### config.mk
export PLATFORM = sky130hd
export DESIGN_NAME = clkdiv_bank
export DESIGN_NICKNAME = d
export VERILOG_FILES = /design/src/rtl/clkdiv_pkg.sv /design/src/rtl/clkdiv_regs.sv /design/src/rtl/clkdiv_commit.sv /design/src/rtl/clkdiv_chan.sv /design/src/rtl/clkdiv_bank.sv
export SDC_FILE = /design/constraint.sdc
export NUM_CORES = 1
export LEC_CHECK = 0
export BUFFER_PORTS_ARGS = -buffer_cell sky130_fd_sc_hd__buf_4
export CORE_AREA = 2 2 127 80
export DETAILED_ROUTE_END_ITERATION = 12
export DIE_AREA = 0 0 129 82
export GPL_TIMING_DRIVEN = 0
export PLACE_DENSITY = 0.74
export REMOVE_ABC_BUFFERS = 1
export SLEW_MARGIN = 10
export SYNTH_ARGS = -nofsm -noshare
export SYNTH_HDL_FRONTEND = slang
export SYNTH_SLANG_ARGS = --single-unit
### constraint.sdc
create_clock -name clk -period 1.5 [get_ports clk]
set_input_delay 0.375 -clock clk [delete_from_list [all_inputs] [get_ports clk]]
set_output_delay 0.375 -clock clk [all_outputs]
set_load 0.01 [all_outputs]
### src/rtl/clkdiv_pkg.sv
// Shared constants and types for the clock-enable divider bank.
// Assumes one ratio field width for all channels; register addresses are fixed.
package clkdiv_pkg;
    localparam int RATIO_W   = 5;   // ratio field N, divide value N+1
    localparam int ADDR_CMD  = 0;   // command register, bit 0 = commit
    localparam int ADDR_STAT = 1;   // status register, bit 0 = busy
    localparam int ADDR_DIV0 = 2;   // first divider register

    // One channel's divide setting
    typedef struct packed {
        logic               en;
        logic [RATIO_W-1:0] ratio;
    } div_cfg_t;
endpackage

### src/rtl/clkdiv_regs.sv
// Register file of the divider bank: per-channel staging registers, the
// commit strobe decode and the combinational read mux.
// Assumes one write per cycle; the enable bit sits in the top data bit.
module clkdiv_regs
    import clkdiv_pkg::*;
#(
    parameter int NUM_DIV = 4,
    parameter int ADDR_W  = 4,
    parameter int DATA_W  = 16
) (
    input  logic                      clk,
    input  logic                      rst_n,
    input  logic                      reg_wr,
    input  logic [ADDR_W-1:0]         reg_addr,
    input  logic [DATA_W-1:0]         reg_wdata,
    input  logic                      busy,
    output logic                      go_req,
    output div_cfg_t [NUM_DIV-1:0]    shadow,
    output logic [DATA_W-1:0]         reg_rdata
);
    localparam int EN_BIT = DATA_W - 1;

    // Data bits that no field stores
    logic unused_wdata_bits;
    assign unused_wdata_bits = ^reg_wdata[EN_BIT-1:RATIO_W];

    // Commit request: command write with bit 0 set
    assign go_req = reg_wr && (reg_addr == ADDR_W'(ADDR_CMD)) && reg_wdata[0];

    for (genvar i = 0; i < NUM_DIV; i++) begin : g_shadow
        // Load one channel's staging register on a write to its address
        always_ff @(posedge clk) begin
            if (!rst_n) begin
                shadow[i] <= '0;
            end else if (reg_wr && reg_addr == ADDR_W'(ADDR_DIV0 + i)) begin
                shadow[i].en    <= reg_wdata[EN_BIT];
                shadow[i].ratio <= reg_wdata[RATIO_W-1:0];
            end
        end

        p_shadow_load_r2: assert property (@(posedge clk) disable iff (!rst_n)
            (reg_wr && reg_addr == ADDR_W'(ADDR_DIV0 + i)) |=>
                (shadow[i].ratio == $past(reg_wdata[RATIO_W-1:0]) &&
                 shadow[i].en == $past(reg_wdata[EN_BIT])));
    end

    // Read mux: status, staging registers, zero elsewhere
    always_comb begin
        reg_rdata = '0;
        if (reg_addr == ADDR_W'(ADDR_STAT)) begin
            reg_rdata[0] = busy;
        end
        for (int i = 0; i < NUM_DIV; i++) begin
            if (reg_addr == ADDR_W'(ADDR_DIV0 + i)) begin
                reg_rdata[EN_BIT]        = shadow[i].en;
                reg_rdata[RATIO_W-1:0]   = shadow[i].ratio;
            end
        end
    end
endmodule

### src/rtl/clkdiv_commit.sv
// Commit controller: captures the staged settings on a commit request,
// holds busy, and applies them when every running channel ends its period.
// Assumes all_at_end is already true for disabled channels.
module clkdiv_commit
    import clkdiv_pkg::*;
#(
    parameter int NUM_DIV = 4
) (
    input  logic                      clk,
    input  logic                      rst_n,
    input  logic                      go_req,
    input  div_cfg_t [NUM_DIV-1:0]    shadow,
    input  logic                      all_at_end,
    output logic                      busy,
    output logic                      apply,
    output div_cfg_t [NUM_DIV-1:0]    active
);
    div_cfg_t [NUM_DIV-1:0] staged;

    assign apply = busy && all_at_end;

    // Busy flag: set on an accepted request, cleared at the apply edge
    always_ff @(posedge clk) begin
        if (!rst_n) begin
            busy <= 1'b0;
        end else if (busy) begin
            if (all_at_end) busy <= 1'b0;
        end else if (go_req) begin
            busy <= 1'b1;
        end
    end

    // Staged copy: taken only when a request is accepted
    always_ff @(posedge clk) begin
        if (!rst_n) begin
            staged <= '0;
        end else if (go_req && !busy) begin
            staged <= shadow;
        end
    end

    // Running settings: replaced as a group at the apply edge
    always_ff @(posedge clk) begin
        if (!rst_n) begin
            active <= '0;
        end else if (apply) begin
            active <= staged;
        end
    end

    p_go_sets_busy_r4: assert property (@(posedge clk) disable iff (!rst_n)
        (go_req && !busy) |=> busy);

    p_busy_holds_r10: assert property (@(posedge clk) disable iff (!rst_n)
        (busy && !all_at_end) |=> (busy && $stable(staged) && $stable(active)));

    p_apply_clears_r5: assert property (@(posedge clk) disable iff (!rst_n)
        apply |=> (!busy && active == $past(staged)));
endmodule

### src/rtl/clkdiv_chan.sv
// One divider channel: counts 0..N and pulses ce in the last cycle.
// Assumes restart coincides with any change of cfg.
module clkdiv_chan
    import clkdiv_pkg::*;
(
    input  logic     clk,
    input  logic     rst_n,
    input  div_cfg_t cfg,
    input  logic     restart,
    output logic     ce,
    output logic     at_end
);
    logic [RATIO_W-1:0] cnt;
    logic               last;

    assign last   = (cnt == cfg.ratio);
    assign ce     = cfg.en && last;
    assign at_end = !cfg.en || last;

    // Period counter: wraps after N, parked at zero when disabled
    always_ff @(posedge clk) begin
        if (!rst_n || restart || !cfg.en) begin
            cnt <= '0;
        end else if (last) begin
            cnt <= '0;
        end else begin
            cnt <= cnt + 1'b1;
        end
    end

    p_cnt_range_r7: assert property (@(posedge clk) disable iff (!rst_n)
        cfg.en |-> (cnt <= cfg.ratio));

    p_restart_zero_r6: assert property (@(posedge clk) disable iff (!rst_n)
        restart |=> (cnt == '0));

    p_idle_parked_r8: assert property (@(posedge clk) disable iff (!rst_n)
        !cfg.en |=> (cnt == '0));
endmodule

### src/rtl/clkdiv_bank.sv
// Top of the clock-enable divider bank: register file, commit controller
// and one counter channel per output.
// Assumes a single clock domain; reads are combinational on reg_addr.
module clkdiv_bank
    import clkdiv_pkg::*;
#(
    parameter int NUM_DIV = 4,
    parameter int ADDR_W  = 4,
    parameter int DATA_W  = 16
) (
    input  logic               clk,
    input  logic               rst_n,
    input  logic               reg_wr,
    input  logic [ADDR_W-1:0]  reg_addr,
    input  logic [DATA_W-1:0]  reg_wdata,
    output logic [DATA_W-1:0]  reg_rdata,
    output logic [NUM_DIV-1:0] div_ce
);
    div_cfg_t [NUM_DIV-1:0] shadow;
    div_cfg_t [NUM_DIV-1:0] active;
    logic [NUM_DIV-1:0]     at_end;
    logic                   go_req;
    logic                   busy;
    logic                   apply;
    logic                   all_at_end;

    assign all_at_end = &at_end;

    clkdiv_regs #(.NUM_DIV(NUM_DIV), .ADDR_W(ADDR_W), .DATA_W(DATA_W)) u_regs (
        .clk       (clk),
        .rst_n     (rst_n),
        .reg_wr    (reg_wr),
        .reg_addr  (reg_addr),
        .reg_wdata (reg_wdata),
        .busy      (busy),
        .go_req    (go_req),
        .shadow    (shadow),
        .reg_rdata (reg_rdata)
    );

    clkdiv_commit #(.NUM_DIV(NUM_DIV)) u_commit (
        .clk        (clk),
        .rst_n      (rst_n),
        .go_req     (go_req),
        .shadow     (shadow),
        .all_at_end (all_at_end),
        .busy       (busy),
        .apply      (apply),
        .active     (active)
    );

    for (genvar i = 0; i < NUM_DIV; i++) begin : g_chan
        clkdiv_chan u_chan (
            .clk     (clk),
            .rst_n   (rst_n),
            .cfg     (active[i]),
            .restart (apply),
            .ce      (div_ce[i]),
            .at_end  (at_end[i])
        );
    end

    p_ce_only_when_idle_or_end_r5: assert property (@(posedge clk) disable iff (!rst_n)
        (busy && |div_ce && !all_at_end) |=> busy);

    p_busy_needs_request_r4: assert property (@(posedge clk) disable iff (!rst_n)
        $rose(busy) |-> $past(go_req));
endmodule

==> impl_metrics.tcl <==
set metrics [dict create \
    status "finished, violations left" \
    violations "negative setup slack" \
    max_slew_violation_count 0 \
    final_min_period_over_clock_period 1.35 \
    grt_max_degree 100 \
    finalNetCount 547 \
    timing.critical_path.fanout_max 2 \
    p_int_mw 3.91 \
    worst-path-buf-inv 2 \
    finish.instance_area_um2 5290 \
    unrepaired_setup_endpoints_after_global_routing "yes" \
    category_of_the_critical_setup_timing_path "reg -> out" \
    setup-violations-final 40 \
    tritoncts.num_buffers 9 \
    path_cells "mux2_2, nand2_1, o21ai_1, a222oi_1, inv_1, buf_6" \
    max_cap_viol_count 0 \
    register_area_share_after_synthesis 0.449 \
    num_rows 28 \
    ctsHtreeMaxLevel 3 \
    place_area_um2 4280 \
    horizontal_die_dimension_um 129 \
    preCtsSetupSlack_ns -1.15 \
    grt_antenna_before_repair 0 \
    leakagePower_nw 1.79 \
    timing_hold_violations_final 0 \
    yosys.area.top_type_share 0.449 \
    comb_power_share 0.050 \
    netlist.top_cell.by_area "sky130_fd_sc_hd__dfxtp_1" \
    critPathLaunchType "flip-flop" \
    vias_per_cell 5.14 \
    clockBufferDepth 2 \
    worst_pin_slew_ns 0.607 \
    worst_path_dominant_cell_family "compound AO/OA/AOI/OAI gates" \
    worstHoldPathType "in -> reg" \
    port-buffer-count 22 \
    post_synth_inst_count 481 \
    p_sw_mw 1.07 \
    routed_wirelength_mm 10.2 \
    synth_cell_types 35 \
    dr_total_vias 3390 \
    number_of_routed_nets_with_antenna_violations 0 \
    seq_power_share 0.499 \
    clock_skew_ns 0.00525 \
    power.density_cell_area_nw_per_um2 941 \
    max_stage_delay_ns 0.36 \
    insertion_delay_ns 0.34 \
    dpl.hpwl_mm 5.90 \
    nFillCells 812 \
    timing.setup.tns_ns -6.64 \
    finalWeightedCongestion 0.823 \
    mostFrequentLayoutCell "sky130_fd_sc_hd__nand2_1" \
    die_height_um 82 \
    dr.first_iter.drc_count 285 \
    mean_post_synth_cell_area_um2 8.63 \
    design.die.area_um2 10600 \
    clockRootBuffer "sky130_fd_sc_hd__clkbuf_16" \
    wl_per_cell_um 15.4 \
    cts.sink_count 93 \
    sw_frac_of_total 0.215 \
    fin_worst_hold_slack_ns 0.343 \
    mostFrequentLayoutCells "sky130_fd_sc_hd__nand2_1 (123), sky130_fd_sc_hd__dfxtp_1 (57), sky130_fd_sc_hd__a21boi_0 (40)" \
    final.setup.worst_slack_ns -0.525 \
    yosys_warnings 0 \
    antenna-diode-count 0 \
    final_layout_size_suffix_gt1_frac 0.312 \
    post_route_drc 0 \
    power.clock.fraction 0.451 \
    number_of_global_route_vias_before_repair 3056 \
    design.core.area_um2 9490 \
    wire_length_of_the_first_global_routing_pass_mm 15.0 \
    synth_top_cells_by_area "sky130_fd_sc_hd__dfxtp_1 (45%), sky130_fd_sc_hd__nand2_1 (12%), sky130_fd_sc_hd__mux2i_1 (8.0%), sky130_fd_sc_hd__a21boi_0 (7.2%), sky130_fd_sc_hd__xnor2_1 (5.1%)" \
    grt_overflow_total 0 \
    synth-edff-count 0 \
    synthArstFlopShare 0 \
    crit_path_top_delay_cell "sky130_fd_sc_hd__a222oi_1" \
    drt-pass1-iter-count 4 \
    critPathRequiredTime_ns 1.12 \
    worst_setup_path_end_kind "output port" \
    io_pins 43 \
    maxClockFrequency_ghz 0.494 \
    synth.cell_area_um2 4150 \
    synthFlopType "sky130_fd_sc_hd__dfxtp_1" \
    synth_seq_cells 93 \
    area_growth_pct 27.4 \
    worstPathArrival_ns 1.65 \
    timing.max_slew.rel_slack 0.596 \
    start_util 0.437 \
    cts_tree "yes" \
    track_usage 0.187 \
    crit_path_time_final_ns 2.03 \
    vdd.ir_drop.worst_uv 611 \
    clk_pin_slew_ns 0.06 \
]
## per-stage QoR
| stage | utilization | instances | power, mW |
|---|---|---|---|
| after detailed placement | 0.451 | 610 | 2.71 |
| after global placement | 0.451 | 610 | 2.71 |
| final | 0.557 | 660 | 4.98 |
| after global routing | 0.557 | 660 | 5.13 |
| after CTS | 0.531 | 648 | 4.96 |
| after floorplan | - | 453 | 2.61 |
## worst min-delay path, delay by kind of cell
family                 cells  cell delay (ns)
buffers and inverters      1             0.13
AOI/OAI and AO/OA          1             0.06
and+or+nand+nor            1             0.06
## Yosys cell counts, drive strengths merged, types with 7 or more instances
cell,count
nor2b,8
a21oi,7
a21boi,42
nor2,27
nand3,31
mux2i,33
nand2,128
dfxtp,93
clkbuf,14
inv,10
buf,23
xnor2,24
o21ai,10
xor2,8
## area by class of cell
cell class	count	area, µm²	area share
clock buffers	12	246	0.0466
clock inverters	4	47.5	0.00899
flip-flops and latches	93	1910	0.361
well taps	135	169	0.0319
repair buffers	52	487	0.0920
multi-input cells	354	2390	0.452
inverters	10	37.5	0.00710
## cell families after synthesis
kind of cell,synth area share
simple gates,0.213
flops,0.449
compound gates,0.109
buf+inv,0.0663
mux,0.0823
xor+xnor,0.0676
fa+ha+maj,0.0121
other cells,0.000904
## metal layers
metal / GRT usage / part of all wire / wire (µm)
met1: 0.271 / 0.47 / 4810
met3: 0.0384 / 0.077 / 781
met5: 0 / 0 / 0
met4: 0.0641 / 0.019 / 193
met2: 0.276 / 0.43 / 4380
## power groups by stage
| stage | combinational, mW | sequential (mW) | clock, mW |
|---|---|---|---|
| finish | 0.251 | 2.48 | 2.24 |
| global route | 0.266 | 2.48 | 2.38 |
| CTS | 0.217 | 2.48 | 2.27 |
| detailed placement | 0.175 | 2.54 | 0 |
| global placement | 0.169 | 2.54 | 0 |
| floorplan | 0.0686 | 2.54 | 0 |
## sequential cells by signal, summed over array words and instances, names as in the netlist
register / flops
u_commit.active: 24
u_commit.staged: 24
u_regs.shadow: 24
u_commit.busy: 1
g_chan.u_chan.cnt: 20
## worst paths after layout
path                            from                      end  slack (ns)  depth (start not counted)
max                 u_regs.shadow[6]             reg_rdata[0]       -0.53                          6
min                     reg_wdata[4]         u_regs.shadow[4]        0.34                          3
max reg2reg       u_commit.active[6]      u_commit.active[20]       -0.18                          7
min reg2reg  g_chan[1].u_chan.cnt[0]  g_chan[1].u_chan.cnt[0]        0.45                          1
## timing repair
item | 4_1_cts | 5_1_grt
gates cloned | 1 | 3
pin swaps | 30 | 26
setup endpoints to repair | 72 | 62
buffers inserted | 21 | 9
hold buffers | 0 | 0
resized for setup | 87 | 33
Note: power is estimated with default switching activity, not from simulation.
